`config.mk`:
```
export PLATFORM = sky130hd
export DESIGN_NAME = cmd_addr_regbuf
export DESIGN_NICKNAME = d
export VERILOG_FILES = /design/src/rtl/cmd_addr_regbuf.sv
export SDC_FILE = /design/constraint.sdc
export NUM_CORES = 1
export LEC_CHECK = 0
export BUFFER_PORTS_ARGS = -buffer_cell sky130_fd_sc_hd__buf_2
export CAP_MARGIN = 10
export CORE_ASPECT_RATIO = 0.6
export CORE_MARGIN = 3
export CORE_UTILIZATION = 39
export DETAILED_ROUTE_END_ITERATION = 7
export HOLD_SLACK_MARGIN = 0.12
export PLACE_DENSITY_LB_ADDON = 0.12
export SYNTH_ARGS = -nofsm -noshare
export SYNTH_HDL_FRONTEND = slang
export SYNTH_SLANG_ARGS = --single-unit
```
`constraint.sdc`:
```
create_clock -name clk -period 1.7 [get_ports clk]
set_clock_uncertainty 0.2 [all_clocks]
set_input_delay 0.255 -clock clk [delete_from_list [all_inputs] [get_ports clk]]
set_output_delay 0.255 -clock clk [all_outputs]
set_load 0.05 [all_outputs]
```
`src/rtl/cmd_addr_regbuf.sv`:
```
module cmd_addr_regbuf #(
  parameter int DW       = 14,
  parameter int ERR_HOLD = 2
) (
  input  logic          clk,
  input  logic          rst_n,
  input  logic          cfg_back,
  input  logic [DW-1:0] d,
  input  logic          cke,
  input  logic          cs_n,
  input  logic          cso_n,
  input  logic          odt,
  input  logic          par_in,
  output logic [DW-1:0] q_a,
  output logic [DW-1:0] q_b,
  output logic [3:0]    ctl_a,
  output logic [3:0]    ctl_b,
  output logic          ppo,
  output logic          err_n
);
  localparam int CW = $clog2(ERR_HOLD + 1);

  logic [DW-1:0] q_r;
  logic [3:0]    c_r;
  logic          p1, s1, ppo_r, err_r;
  logic [CW-1:0] hold;
  logic          gate, pq, chk;

  assign gate = cs_n & cso_n;
  assign pq   = ^q_r;
  assign chk  = par_in ^ (cfg_back ? p1 : pq);

  always_ff @(posedge clk or negedge rst_n) begin
    if (!rst_n) begin
      q_r   <= '0;
      c_r   <= '0;
      p1    <= 1'b0;
      s1    <= 1'b0;
      ppo_r <= 1'b0;
      err_r <= 1'b1;
      hold  <= '0;
    end else begin
      c_r <= {cke, cs_n, cso_n, odt};
      p1  <= pq;
      s1  <= chk;
      if (!gate) begin
        q_r   <= d;
        ppo_r <= s1;
        if (s1) begin
          err_r <= 1'b0;
          hold  <= CW'(ERR_HOLD - 1);
        end else if (hold != '0) begin
          hold <= hold - CW'(1);
        end else begin
          err_r <= 1'b1;
        end
      end
    end
  end

  assign q_a   = q_r;
  assign q_b   = q_r;
  assign ctl_a = c_r;
  assign ctl_b = c_r;
  assign ppo   = ppo_r;
  assign err_n = err_r;

  AST_Q_CAPTURE: assert property (@(posedge clk) disable iff (!rst_n)
    !(cs_n && cso_n) |=> q_a == $past(d));

  AST_GATED_HOLD: assert property (@(posedge clk) disable iff (!rst_n)
    (cs_n && cso_n) |=> $stable(q_a) && $stable(ppo) && $stable(err_n));

  AST_ERR_WITH_PPO: assert property (@(posedge clk) disable iff (!rst_n)
    $fell(err_n) |-> ppo);

  AST_ERR_CLEAR_PPO: assert property (@(posedge clk) disable iff (!rst_n)
    $rose(err_n) |-> !ppo);

  AST_ERR_STRETCH: assert property (@(posedge clk) disable iff (!rst_n)
    $fell(err_n) |=> !err_n);
endmodule

```
# After elaboration in Yosys (flattened, before gate mapping)
# Index checks and enable logic that the tools add are counted.
# totals
register_bits	24
out_inout_bits	38
# classes
n_reduce_logical	5
addsub	1
muxes	5
n_bitwise	3
n_eq_ne	1
# op_table
op	count
$reduce_xor 14->1	1
$mux 2	2
$reduce_and 2->1	2
$reduce_bool 2->1	2
$mux 1	3
$ne 2x2->1 const B	1
$sub 2x1->2 const B	1
$and 1x1->1	1
$not 1->1	1
$xor 1x1->1	1

# Longest topological paths before layout
# logic_depth
depth_word	3
ltp_mapped	5
depth_no_buf	5

# Least setup slack after synthesis
# OpenSTA, ideal clock, no wires.
# synth_timing
path_type	register to register
start	register q_r[7], in the netlist q_a[7]
end	register s1
arrival_time_ns	1.862
setup_ns	0.080
setup_slack_ns	-0.442
period_less_slack_ns	2.142
n_path_buf	0
path_stages_with_launch	6
t_required_ns	1.420
cell_sequence	dfrtp_1 > xor2_1 > xnor3_1 > xnor3_1 > mux2i_1 > xnor2_1
# synth_via
elab_chain_len	3
# synth_lines
element	line	source
start: declaration	23	logic [DW-1:0] q_r;
start signal: assignment	35	q_r <= '0;
start signal: assignment	47	q_r <= d;
$reduce_xor 14->1	30	assign pq = ^q_r;
via pq	27	logic gate, pq, chk;
$mux 1	31	assign chk = par_in ^ (cfg_back ? p1 : pq);
$xor 1x1->1	31	
via chk	27	
end signal: assignment	45	s1 <= chk;
end: declaration	25	logic p1, s1, ppo_r, err_r;
# The timed path passes the listed nets, and every way through them passes these cells.
# A chain may end at the register's enable or synchronous reset.

# Worst setup path in the final report
# layout_timing
start	register q_r[0], in the netlist q_a[0]
end	register s1
# Same word-level chain as after synthesis.

==> metrics.md <==
| Metric | Value |
|---|---|
| Outcome | `finished, violations left` |
| Failing checks | `setup timing` |
| Starting Density | `43.0%` |
| Initial antenna violation count | `0` |
| Port Buffers | `59` |
| Root buffer cell | `clkbuf_8` |
| Core area | `2630 um2` |
| Number of DRC markers in iteration 0 | `23` |
| Crit path largest cell delay | `0.43 ns` |
| Rows | `14` |
| Final Setup Violations | `1` |
| Die ar. | `3600 um2` |
| YS warnings | `0` |
| Maximum buffer depth of the clock tree | `2` |
| Min-delay src | `cfg_back` |
| Grt total ovfl | `0` |
| Vias per inst | `4.39` |
| Startpoint Class | `flip-flop` |
| Syn Std Cell Area | `1130 um2` |
| Final WS setup | `-0.0938 ns` |
| CTS sink cnt | `24` |
| Worst-Margin Slew | `0.534 ns` |
| Final Max Slew Viols | `0` |
| Multi-input gate area | `384 um2` |
| Slowest CP cell | `dfrtp_2` |
| Share of layout cells above drive strength 1 | `66.3%` |
| Layout area overhead | `49.9%` |
| Post-synthesis sequential area ratio | `53.3%` |
| CP required | `1.69 ns` |
| Min cycle time layout | `1.79 ns` |
| Detailed Route WL | `2400 um` |
| CTS Buf Count | `3` |
| Diodes inserted | `0` |
| Clk_lat worst skew | `0.26 ns` |
| CTS tree | `done` |
| CP Capture Type | `flip-flop` |
| Syn_nets | `108` |
| Hold WS | `0.132 ns` |
| Number of library cell types mapped by synthesis | `18` |
| Final GP Congestion | `0.652` |
| Max Freq | `0.557 GHz` |
| First-pass GRT wire length | `3410 um` |
| GR Util All Layers | `13.7%` |
| Postcts setup bufs | `0` |
| Final Power | `2000 uW` |
| Detailed Place HPWL | `1680 um` |
| Via count | `842` |
| Worst hold endpoint | `s1$_DFF_PN0_` |
| Max-cap violations | `0` |
| CP max FO | `2` |
| LEAKAGE | `0.000828 uW` |
| Hold Crit Depth | `3` |
| Final nets | `184` |
| Fillers | `201` |
| Synth Register Bits | `24` |
| I/O Pins | `60` |
| H-tree depth | `1` |
| CP arrival | `1.78 ns` |
| Post-route ant nets | `0` |
| Sequential Area | `619 um2` |
| Vias in the first global route | `755` |
| CP Cell Sequence | `xnor2_2 -> xnor3_1 -> xnor3_1 -> mux2i_1 -> xnor2_1` |
| Most numerous cell on the critical path | `xnor3_1` |
| Synthesized area per cell | `13.3 um2` |
| R2r setup slk | `-0.09 ns` |
| Worst reg-to-reg path cell count | `5` |
| Final hold vios | `0` |
| WL/cell | `12.5 um` |
| Largest net degree at the start of global routing | `25` |
| Die H | `47.7 um` |
| Final period util | `106%` |
| RSZ-0062 raised after global routing | `true` |
| Die Wd | `75.4 um` |
| CTS clock-pin slew for the worst setup and hold paths | `0.08 ns` |
| R2R Path End | `s1$_DFF_PN0_` |
| First-pass iteration count of the detailed router | `4` |
| Post-Syn Instances | `85` |
| RR Startpoint | `q_a[0]$_DFFE_PN0P_` |
| Min-Delay Path Class | `input port to flip-flop` |
| Pwr Density | `1180 nW/um2` |
| Dpl ws | `-0.0811 ns` |
| DRC | `0` |
| Worst VDD drop | `646 uV` |
| Slew headroom | `64.4%` |
| Setup CP Type | `flip-flop to flip-flop` |
final cells by class:
class | count | area share (%)
multi-input combinational | 39 | 22.7
clock buffer | 4 | 3.25
tap | 32 | 2.37
inverter | 2 | 0.444
timing repair buffer | 91 | 34.6
sequential | 24 | 36.6
worst max-delay path: cells and delay by family, from the launching register on:
kind | cells | cell delay (ns)
mux | 1 | 0.18
xor+xnor | 4 | 0.91
flops | 1 | 0.43
flip-flops by register name, indices dropped and copies added (netlist names):
name and cells:
p1 1, err_n 1, ctl_a 4, s1 1
ppo 1, hold 2, q_a 14
layout by cell type, fill, tap and decap left out:
master,n
buf_2,59
dlygate4sd3_1,20
mux2_2,15
dfrtp_2,14
buf_4,12
dfrtp_1,9
xnor2_1,8
clkbuf_8,4
a21oi_1,3
inv_1,2
xnor3_1,2
nor2_1,2
xor2_1,1
xnor2_2,1
mux2i_1,1
nand2_1,1
a22oi_1,1
o22ai_1,1
nand2b_1,1
a31oi_1,1
ha_1,1
dfstp_2,1
kinds of logic after synthesis:
logic type,share of synthesized area [%]
flops,53.3
buf+inv,13.3
mux,15.9
xor+xnor,11.8
compound gates,3.10
simple gates,1.55
fa+ha+maj,1.11
power breakdown:
group	leakage, uW	internal, uW	switching [uW]
registers	0.000265	690	70.1
logic	0.000534	335	527
clock network	0.0000288	207	175
Yosys cell counts:
master	number	area share [%]
nand2_1	1	0.33
mux2i_1	1	0.89
xor2_1	1	0.78
xnor2_1	9	7.0
a21oi_1	3	1.3
dfrtp_1	23	51
nor2_1	2	0.67
o22ai_1	1	0.55
buf_4	18	12
clkbuf_1	2	0.67
ha_1	1	1.1
mux2_2	15	15
inv_1	2	0.67
nand2b_1	1	0.55
xnor3_1	2	4.0
a22oi_1	1	0.67
dfstp_2	1	2.3
a31oi_1	1	0.55
how the worst max path moves through the flow:
stage / slack (ns) / endpoint / start
finish: -0.09 / s1$_DFF_PN0_ / q_a[0]$_DFFE_PN0P_
detailed placement: -0.08 / s1$_DFF_PN0_ / q_a[1]$_DFFE_PN0P_
floorplan: -0.14 / s1$_DFF_PN0_ / q_a[1]$_DFFE_PN0P_
global placement: -0.02 / s1$_DFF_PN0_ / q_a[1]$_DFFE_PN0P_
global route: -0.14 / s1$_DFF_PN0_ / q_a[0]$_DFFE_PN0P_
CTS: -0.1 / s1$_DFF_PN0_ / q_a[1]$_DFFE_PN0P_
stage by stage:
stage               instance area [um2]  std cells  utilization (%)  setup TNS, ns
floorplan                          1150         85                -         -0.141
global placement                   1430        168             54.4        -0.0167
detailed placement                 1430        168             54.4        -0.0811
CTS                                1690        192             64.4        -0.0982
global route                       1690        192             64.4         -0.142
finish                             1690        192             64.4        -0.0938
what timing repair did:
action	4_1_cts	5_1_grt
resized for setup	1	0
hold buffers	20	0
pin swaps	0	1
setup endpoints to repair	1	1
hold endpoints to repair	42	0
gates cloned	0	0
layer usage:
layer	track usage (%)	vias up	share of wire, %
met1	16.3	382	44
met4	5.23	0	1.5
met3	5.24	4	8.1
met5	0	-	0
met2	23.0	42	47
li1	-	414	-
(Power assumes the default switching activity.)
